File: src/rtl/unpk_pkg.sv
// Shared constants for the tagged unpacker: lane geometry and filler values.
// Assumes four 8-bit lanes per packed word.
package unpk_pkg;
    localparam int LANE_W     = 8;
    localparam int LANES      = 4;
    localparam int WORD_W     = LANE_W * LANES;
    localparam int IDX_W      = $clog2(LANES);
    localparam logic [7:0] FILL_ONE   = 8'h80;
    localparam logic [7:0] FILL_TWO   = 8'h81;
    localparam logic [7:0] FILL_THREE = 8'h82;
endpackage

File: src/rtl/unpk_len_decode.sv
// Works out the index of the last payload lane from the upper-lane fillers.
// Tests run from shortest to longest; a word that matches none carries all lanes.
// Purely combinational; assumes the four-lane layout of unpk_pkg.
module unpk_len_decode
    import unpk_pkg::*;
(
    input  logic [WORD_W-1:0] word,
    output logic [IDX_W-1:0]  last_idx
);
    // Priority test of the filler patterns, one byte first.
    always_comb begin
        if (word[31:8] == {3{FILL_ONE}})
            last_idx = IDX_W'(0);
        else if (word[31:16] == {2{FILL_TWO}})
            last_idx = IDX_W'(1);
        else if (word[31:24] == FILL_THREE)
            last_idx = IDX_W'(2);
        else
            last_idx = IDX_W'(LANES - 1);
    end
endmodule

File: src/rtl/unpk_lane_hold.sv
// Holds one packed word and presents its lanes one by one, lowest lane first.
// Assumes load is only raised while hold_valid is low.
module unpk_lane_hold
    import unpk_pkg::*;
#(
    parameter int TAG_W = 4
) (
    input  logic              clk,
    input  logic              rst_n,
    input  logic              load,
    input  logic [WORD_W-1:0] ld_word,
    input  logic [TAG_W-1:0]  ld_tag,
    input  logic [IDX_W-1:0]  ld_last_idx,
    input  logic              take,
    output logic              hold_valid,
    output logic [LANE_W-1:0] hold_byte,
    output logic [TAG_W-1:0]  hold_tag,
    output logic              hold_last
);
    logic [WORD_W-1:0] word_q;
    logic [TAG_W-1:0]  tag_q;
    logic [IDX_W-1:0]  idx_q;
    logic [IDX_W-1:0]  last_q;
    logic              busy_q;

    // Load a new word, or step the lane index on each handshake.
    always_ff @(posedge clk) begin
        if (!rst_n) begin
            busy_q <= 1'b0;
            idx_q  <= '0;
            last_q <= '0;
            tag_q  <= '0;
            word_q <= '0;
        end else if (load) begin
            busy_q <= 1'b1;
            idx_q  <= '0;
            last_q <= ld_last_idx;
            tag_q  <= ld_tag;
            word_q <= ld_word;
        end else if (busy_q && take) begin
            if (idx_q == last_q)
                busy_q <= 1'b0;
            else
                idx_q <= idx_q + IDX_W'(1);
        end
    end

    // Lane select and last-byte flag.
    always_comb begin
        hold_valid = busy_q;
        hold_byte  = word_q[idx_q*LANE_W +: LANE_W];
        hold_tag   = tag_q;
        hold_last  = (idx_q == last_q);
    end

    p_stall_stable_r11: assert property (@(posedge clk) disable iff (!rst_n)
        (hold_valid && !take) |=> (hold_valid && $stable(hold_byte) &&
                                   $stable(hold_tag) && $stable(hold_last)));
endmodule

File: src/rtl/unpk_tagged_unpacker.sv
// Top of the tagged unpacker: pops tagged words from a receive FIFO, drops
// words for other channels in filter mode, and emits the payload bytes.
// Assumes the FIFO holds in_word/in_tag steady while in_valid is high.
module unpk_tagged_unpacker
    import unpk_pkg::*;
#(
    parameter int TAG_W = 4
) (
    input  logic              clk,
    input  logic              rst_n,
    input  logic              in_valid,
    input  logic [31:0]       in_word,
    input  logic [TAG_W-1:0]  in_tag,
    output logic              in_ready,
    input  logic              filt_en,
    input  logic [TAG_W-1:0]  filt_chan,
    output logic              out_valid,
    output logic [7:0]        out_byte,
    output logic [TAG_W-1:0]  out_tag,
    output logic              out_last,
    input  logic              out_ready
);
    logic             keep;
    logic             load;
    logic [IDX_W-1:0] dec_last;

    unpk_len_decode u_dec (
        .word     (in_word),
        .last_idx (dec_last)
    );

    // Accept only when idle; in filter mode load only the chosen channel.
    always_comb begin
        in_ready = !out_valid;
        keep     = !filt_en || (in_tag == filt_chan);
        load     = in_valid && in_ready && keep;
    end

    unpk_lane_hold #(.TAG_W(TAG_W)) u_hold (
        .clk         (clk),
        .rst_n       (rst_n),
        .load        (load),
        .ld_word     (in_word),
        .ld_tag      (in_tag),
        .ld_last_idx (dec_last),
        .take        (out_ready),
        .hold_valid  (out_valid),
        .hold_byte   (out_byte),
        .hold_tag    (out_tag),
        .hold_last   (out_last)
    );

    p_one_byte_r1: assert property (@(posedge clk) disable iff (!rst_n)
        (in_valid && in_ready && (!filt_en || in_tag == filt_chan) &&
         in_word[31:8] == 24'h808080) |=> (out_valid && out_last));

    p_filter_drop_r7: assert property (@(posedge clk) disable iff (!rst_n)
        (in_valid && in_ready && filt_en && in_tag != filt_chan) |=> !out_valid);

    p_last_release_r9: assert property (@(posedge clk) disable iff (!rst_n)
        (out_valid && out_ready && out_last) |=> (!out_valid && in_ready));

    p_accept_present_r9: assert property (@(posedge clk) disable iff (!rst_n)
        (in_valid && in_ready && !filt_en) |=> (out_valid && $stable(filt_en) |-> out_tag == $past(in_tag)));
endmodule

File: config.mk
export PLATFORM = sky130hd
export DESIGN_NAME = unpk_tagged_unpacker
export DESIGN_NICKNAME = d
export VERILOG_FILES = /design/src/rtl/unpk_pkg.sv /design/src/rtl/unpk_len_decode.sv /design/src/rtl/unpk_lane_hold.sv /design/src/rtl/unpk_tagged_unpacker.sv
export SDC_FILE = /design/constraint.sdc
export NUM_CORES = 1
export LEC_CHECK = 0
export ABC_AREA = 1
export CORE_MARGIN = 1
export CORE_UTILIZATION = 35
export CTS_CLUSTER_DIAMETER = 50
export CTS_CLUSTER_SIZE = 28
export DETAILED_ROUTE_END_ITERATION = 12
export DONT_BUFFER_PORTS = 1
export GPL_TIMING_DRIVEN = 0
export HOLD_SLACK_MARGIN = 0.03
export REMOVE_ABC_BUFFERS = 1
export SLEW_MARGIN = 0
export SYNTH_ARGS = -nofsm -noshare
export SYNTH_HDL_FRONTEND = slang
export SYNTH_SLANG_ARGS = --single-unit
export TNS_END_PERCENT = 20
File: constraint.sdc
create_clock -name clk -period 1.4 [get_ports clk]
set_clock_uncertainty 0.1 [all_clocks]
set_input_delay 0.28 -clock clk [delete_from_list [all_inputs] [get_ports clk]]
set_output_delay 0.28 -clock clk [all_outputs]
set_load 0.02 [all_outputs]
Yosys cells after proc, flatten, opt, wreduce, memory -nomap -nowiden
Cells that the tools add are included.
- equality and inequality tests: 5
- shift operators: 1
- $add $sub $neg: 1
- bitwise logic cells: 2
- muxes and demuxes: 6
- reductions and logical operators: 11
- operators by type and width (operator ; number):
    $shiftx A32 B6 Y8 ; 1
    $eq A24 B24 Y1 const B ; 1
    $eq A16 B16 Y1 const B ; 1
    $eq A8 B8 Y1 const B ; 1
    $eq A4 B4 Y1 ; 1
    $mux W1 ; 4
    $mux W2 ; 2
    $reduce_and A2 Y1 ; 2
    $reduce_bool A2 Y1 ; 2
    $logic_and A1 B1 Y1 ; 3
    $add A2 B1 Y2 const B ; 1
    $eq A2 B2 Y1 ; 1
    $logic_not A1 Y1 ; 2
    $not A1 Y1 ; 2
    $reduce_or A2 Y1 ; 1
    $logic_or A1 B1 Y1 ; 1
- register bits: 41
- logic and storage cells: 31

Depth between registers and ports, before layout
Gate-level depths: netlist of the first run.
- word-level depth: 5
- gate-level depth with buffers: 11

Cells and area by module
From an unflattened synthesis of the first run, not the netlist that was laid out.
- cells, all modules: 298
- area, all modules: 1996.9 um2
- modules (own cells, without submodules) (module ; times used ; cells each ; sequential area each (um2) ; area each (um2)):
    unpk_lane_hold ; 1 ; 238 ; 820.8 ; 1740.4
    unpk_len_decode ; 1 ; 34 ; 0.0 ; 153.9
    unpk_tagged_unpacker ; 1 ; 26 ; 0.0 ; 102.6

Worst setup path before layout of the first run
OpenSTA, ideal clock, no wires.
- kind: register -> output
- start point: register u_hold.idx_q[0]
- end point: output out_byte[5]
- slack: -0.224 ns
- cell stages (with the launch flop): 5
- arrival: 1.244 ns
- required time: 1.020 ns
- path through: dfxtp_1 > buf_2 > clkbuf_1 > o21ai_0 > o22ai_1
- cells in the longest elaborated chain, start to end: 1
- ends and longest elaborated chain (element ; RTL line ; source):
    start: declaration ; unpk_lane_hold.sv:22 ; logic [IDX_W-1:0] idx_q;
    start signal: assignment ; unpk_lane_hold.sv:44 ; idx_q <= idx_q + IDX_W'(1);
    $shiftx A32 B6 Y8 ; unpk_lane_hold.sv:51 ; hold_byte = word_q[idx_q*LANE_W +: LANE_W];
    end: declaration ; unpk_tagged_unpacker.sv:18 ; output logic [7:0] out_byte,
Every way passes these cells.

Final worst setup path of the first run
- start point: register u_hold.idx_q[0]
- end point: output out_byte[6]
The elaborated chain is that of the path after synthesis.

==> results of run 1 <==
## layer usage
layer / up-vias / track usage / routed length [µm]
li1: 951 / - / -
met1: 882 / 0.244 / 2350
met2: 55 / 0.330 / 2720
met3: 4 / 0.0464 / 307
met4: 0 / 0.0642 / 54
met5: - / 0 / 0
## worst max-delay path, cell delays in order (launching register included)
cell and delay [ns]:
dfxtp_4 0.38, clkinvlp_4 0.11, buf_12 0.16, o21ai_2 0.14
o22ai_2 0.16
## cells in the final DEF (no fill, tap or decap), types with 3 or more instances in the layout
cell type	n
nand3_1	46
inv_1	41
dfxtp_1	38
o21ai_1	27
nor2_1	25
dlygate4sd3_1	25
nand2_1	20
o21ai_0	14
o21ai_2	12
o22ai_2	7
clkbuf_8	7
buf_4	6
nand4_1	4
inv_2	3
dfxtp_4	3
## path summary, 6_finish.rpt
check	from	to	slack (ns)
worst max-delay path	u_hold.idx_q[0]$_SDFFE_PP0P_	out_byte[6]	-0.22
worst min-delay path	in_word[9]	u_hold.word_q[9]$_SDFFE_PN0P_	0.04
worst max register to register	u_hold.idx_q[0]$_SDFFE_PP0P_	u_hold.idx_q[0]$_SDFFE_PP0P_	0.03
worst min register to register	u_hold.word_q[21]$_SDFFE_PN0P_	u_hold.word_q[21]$_SDFFE_PN0P_	0.38
## stage by stage
step                      TNS [ns]  instance area, µm²
final                        -1.82                2540
after global routing         -2.81                2540
after CTS                    -1.76                2470
after detailed placement    -29.59                1950
after global placement      -29.32                1950
after floorplan              -7.33                1860
## flip-flops by register name, summed over array words and instances, names as in the netlist
name and flops:
u_hold.last_q 2, u_hold.word_q 32, u_hold.hold_tag 4, u_hold.idx_q 2
u_hold.hold_valid 1
## what timing repair did
action / in CTS / in global routing
hold endpoints to repair: 29 / 2
buffers inserted: 5 / 3
hold buffers: 23 / 2
cloned: 1 / 0
pin swaps: 10 / 5
setup endpoints to repair: 51 / 45
gates resized for setup: 41 / 15
## cell usage after synthesis, drive strengths merged
master,n,area [µm²]
buf,13,93.8
nor2,28,105
inv,47,176
o22ai,8,50.1
o21ai,54,308
nand4,4,25.0
nand2,23,91.3
o211ai,1,7.51
nand3,47,240
dfxtp,41,821
clkbuf,4,16.3
xnor2,2,17.5
xor2,1,8.76
a21oi,2,10.0
## area by class of cell
cell class / count / area (µm²) / area share
clock inverter: 1 / 5.00 / 0.00197
sequential: 41 / 832 / 0.327
multi-input combinational: 171 / 1010 / 0.398
clock buffer: 7 / 96.3 / 0.0379
inverter: 47 / 185 / 0.0728
tap: 70 / 87.6 / 0.0344
timing repair buffer: 33 / 327 / 0.128
## cell families (layout without fill, tap and decap cells)
group | Yosys count | count (layout) | synth area share
AOI/OAI and AO/OA | 65 | 65 | 0.190
xor gates and xnor gates | 3 | 3 | 0.0133
buffers and inverters | 64 | 88 | 0.145
DFF | 41 | 41 | 0.417
and+or+nand+nor | 102 | 103 | 0.234
## power groups by stage
stage | sequential, µW | combinational [µW] | clock (µW)
after floorplan | 1310 | 204 | 0
after global placement | 1320 | 246 | 0
after detailed placement | 1320 | 250 | 0
after CTS | 1290 | 363 | 882
after global routing | 1300 | 443 | 939
final | 1290 | 397 | 855
==> flow_summary_export.csv, run 1 <==
group,metric,value,unit
die,coreArea,5270,µm²
sta,relSlewSlack,0.643,
synth,synth-seq-cells,41,
final_layout,n_fill_cell,545,
synth,ys_warn_count,0,
setup_path,cp-start-kind,"register",
power_and_ir_drop,internal_power,1850,µW
synth,syn_area,1970,µm²
placed_design,dpl.cell_count,328,
power_and_ir_drop,combPwrFrac,0.156,
cts,cts.htree.levels,2,
synth,synth_cells,275,
setup_path,crit_path_end_kind,"output port",
cts,cts_buffer_depth,2,
die,dieArea,5930,µm²
sta,tightest_slew,0.534,ns
sta,setup_viol,9,
power_and_ir_drop,clock_power_share,0.336,
setup_path,r2r_cells,7,
cts,cts_sinks,41,
drt,ant_nets,0,
drt,vias,1892,
power_and_ir_drop,power.density,999,nW/µm²
global_route,grt_pass1_vias,1861,
sta,rsz0062_at_grt,"yes",
sta,finalCritPeriodShare,1.16,
die,initial_core_util,0.374,
final_layout,utilization,0.483,
final_layout,fin_cells,370,
worst_hold_path,hold_depth,2,
placed_design,gp_congestion,0.735,
power_and_ir_drop,ir_drop,0.563,mV
drt,first_iter_violations,162,
power_and_ir_drop,switching_share,0.274,
sta,period_needed,1.62,ns
power_and_ir_drop,power_switching,696,µW
placed_design,port_buffers,0,
cts,clkTransAtPathRegs,0.08,ns
die,die_h,77.0,µm
global_route,grt-ovfl-total,0,
global_route,grt.total_usage,0.196,
placed_design,pre_cts_slack,-0.736,ns
global_route,grt_start_max_net_pins,40,
cts,cts_tree,"done",
sta,whs,0.0400,ns
synth,synth_cell_type_count,23,
drt,wl_per_cell,14.7,µm
power_and_ir_drop,leakagePower,0.00111,µW
setup_path,required,1.02,ns
setup_path,critical_path_class,"reg -> out",
sta,fmax,0.616,GHz
outcome,violations,"setup timing",
drt,vias_per_cell,5.11,
drt,dr.pass1.iters,4,
setup_path,crit_fanout,13,
sta,hold_viol,0,
die,placementRows,26,
die,die_w,77.0,µm
cts,cts_buffers,5,
global_route,grt_pass1_wl,9.05,mm
power_and_ir_drop,seqPwrFrac,0.507,
cts,clock_latency,0.29,ns
final_layout,synthToLayoutAreaGrowth,29.1,%
drt,drc_errors,0,
cts,clockRootBuffer,"clkbuf_8",
final_layout,diodes,0,
drt,drt-total-wl,5.43,mm
sta,fin_ws,-0.224,ns
worst_hold_path,hold_class,"in -> reg",
flow_run,max_cap_viol_count,0,
placed_design,hpwl,3.01,mm
final_layout,final_nets,344,
sta,slew_violations,0,
power_and_ir_drop,p_total,2540,µW
outcome,outcome,"complete, but fails checks",
global_route,antenna_found_initial,0,
final_layout,drive_gt1_frac,0.190,
setup_path,crit_arrival,1.24,ns
synth,ys_seq_area_frac,0.417,
synth,syn_avg_cell_area,7.17,µm²
die,pin_count,60,
Power figures use the tool's default switching activity.
==> inputs of run 2 (changes only) <==
==> constraint.sdc (replaced) <==
create_clock -name clk -period 1.4 [get_ports clk]
set_clock_uncertainty 0.1 [all_clocks]
set_input_delay 0.14 -clock clk [delete_from_list [all_inputs] [get_ports clk]]
set_output_delay 0.14 -clock clk [all_outputs]
set_load 0.02 [all_outputs]
==> flow_summary_export.csv, run 2 (synthesized netlist as in run 1, its figures left out) <==
group,metric,value,unit
outcome,outcome,"complete, but fails checks",
outcome,violations,"setup timing",
global_route,grt.total_usage,0.202,
setup_path,required,1.16,ns
placed_design,gp_congestion,0.735,
sta,tightest_slew,0.336,ns
drt,drc_errors,0,
cts,cts_buffer_depth,2,
global_route,antenna_found_initial,0,
setup_path,critical_path_class,"reg -> out",
drt,ant_nets,0,
drt,dr.pass1.iters,4,
final_layout,final_common_cell,"nand3_1",
cts,cts_sinks,41,
die,pin_count,60,
setup_path,crit_fanout,13,
drt,vias,1946,
sta,fin_ws,-0.103,ns
power_and_ir_drop,power.density,962,nW/µm²
die,die_h,77.0,µm
die,placementRows,26,
drt,wl_per_cell,14.5,µm
power_and_ir_drop,ir_drop,0.563,mV
setup_path,critPathTopFamily,"flip-flops",
setup_path,cp-start-kind,"register",
final_layout,utilization,0.511,
die,initial_core_util,0.374,
sta,finalCritPeriodShare,1.07,
drt,drt-total-wl,5.59,mm
power_and_ir_drop,leakagePower,0.00119,µW
setup_path,crit_slowest_cell,"dfxtp_4",
setup_path,slowest_delay,0.36,ns
sta,period_needed,1.50,ns
cts,clockRootBuffer,"clkbuf_8",
final_layout,final_nets,358,
drt,first_iter_violations,168,
sta,setup_viol,9,
final_layout,final_cell_mix,"nand3_1 (46), inv_1 (41), dfxtp_1 (38)",
worst_hold_path,hold_class,"in -> reg",
placed_design,placed_cell_area,1950,µm²
die,die_w,77.0,µm
drt,vias_per_cell,5.07,
global_route,grt_pass1_vias,2018,
flow_run,max_cap_viol_count,0,
sta,fmax,0.665,GHz
cts,cts_tree,"done",
global_route,grt_pass1_wl,9.41,mm
cts,cts.htree.levels,2,
sta,rsz0062_at_grt,"yes",
setup_path,crit_path_end_kind,"output port",
sta,hold_viol,0,
global_route,grt-ovfl-total,0,
placed_design,pre_cts_slack,-0.649,ns
placed_design,port_buffers,0,
setup_path,cp_cell_sequence,"clkinvlp_4 -> buf_12 -> nor2_1 -> o22ai_2",
final_layout,synthToLayoutAreaGrowth,36.6,%
die,dieArea,5930,µm²
global_route,grt_start_max_net_pins,41,
final_layout,largest_register_ffs,32,
cts,clkTransAtPathRegs,0.08,ns
cts,clock_latency,0.29,ns
final_layout,diodes,0,
die,coreArea,5270,µm²
cts,cts_buffers,5,
sta,relSlewSlack,0.776,
setup_path,crit_arrival,1.26,ns
sta,slew_violations,0,
final_layout,stdcell_area,2690,µm²
final_layout,top_register,"u_hold.word_q",
final_layout,drive_gt1_frac,0.182,
setup_path,path_buf_inv,2,
placed_design,hpwl,3.01,mm
[run 2: cell types whose count changed in the layout (fill, tap and decap cells not counted), moves of 2 or more]
cell / delta
buf_12: +2
dlygate4sd3_1: +12
o21ai_0: -3
o21ai_1: +2
[run 2: layer usage]
metal  wire length, µm  global-route usage
met5                 0                   0
met4               127              0.0943
met3               338              0.0464
met2              2770               0.345
met1              2350               0.239
[run 2: what timing repair did]
item / CTS / global route
setup buffers: 5 / 4
resized for setup: 39 / 17
endpoints found under the setup margin: 50 / 46
pin swaps: 9 / 7
hold buffers: 38 / 0
cloned: 1 / 0
endpoints found under the hold margin: 41 / 0
[run 2: where the power goes]
| group | internal (µW) | leakage, µW | switching [µW] | total (µW) |
|---|---|---|---|---|
| combinational | 189 | 0.000796 | 248 | 437 |
| sequential | 1230 | 0.000337 | 55.6 | 1290 |
| clock | 446 | 0.0000542 | 417 | 863 |
| total | 1870 | 0.00119 | 720 | 2590 |
[run 2: final cells by class]
type | instances | area (µm²)
inverter | 47 | 185
multi-input combinational | 171 | 1000
fill | 533 | 2580
clock buffer | 7 | 96.3
sequential | 41 | 830
clock inverter | 1 | 5.00
timing repair buffer | 47 | 487
tap | 70 | 87.6
[run 2: worst reg2reg max path: stages, from the launching register on]
cell and delay, ns:
dfxtp_2 0.40, nor2_4 0.26, nand3_4 0.28, o21ai_0 0.23
[run 2: worst paths after layout]
| path | end | slack (ns) | start | cells after the start |
|---|---|---|---|---|
| min | u_hold.hold_tag[1]$_SDFFE_PN0P_ | 0.05 | rst_n | 3 |
| max | out_byte[0] | -0.10 | u_hold.idx_q[0]$_SDFFE_PP0P_ | 4 |
| min reg2reg | u_hold.word_q[18]$_SDFFE_PN0P_ | 0.37 | u_hold.word_q[18]$_SDFFE_PN0P_ | 2 |
| max reg2reg | u_hold.word_q[7]$_SDFFE_PN0P_ | 0.06 | u_hold.hold_valid$_SDFFE_PN0P_ | 3 |
[run 2: stage by stage]
step                hold WS (ns)  TNS [ns]  std cells  power, µW
global placement           0.181    -28.06        328       1560
finish                    0.0526    -0.690        384       2590
floorplan                  0.178     -6.21        258       1510
detailed placement         0.185    -28.33        328       1570
global route              0.0363     -1.30        384       2720
CTS                       0.0732    -0.799        380       2570
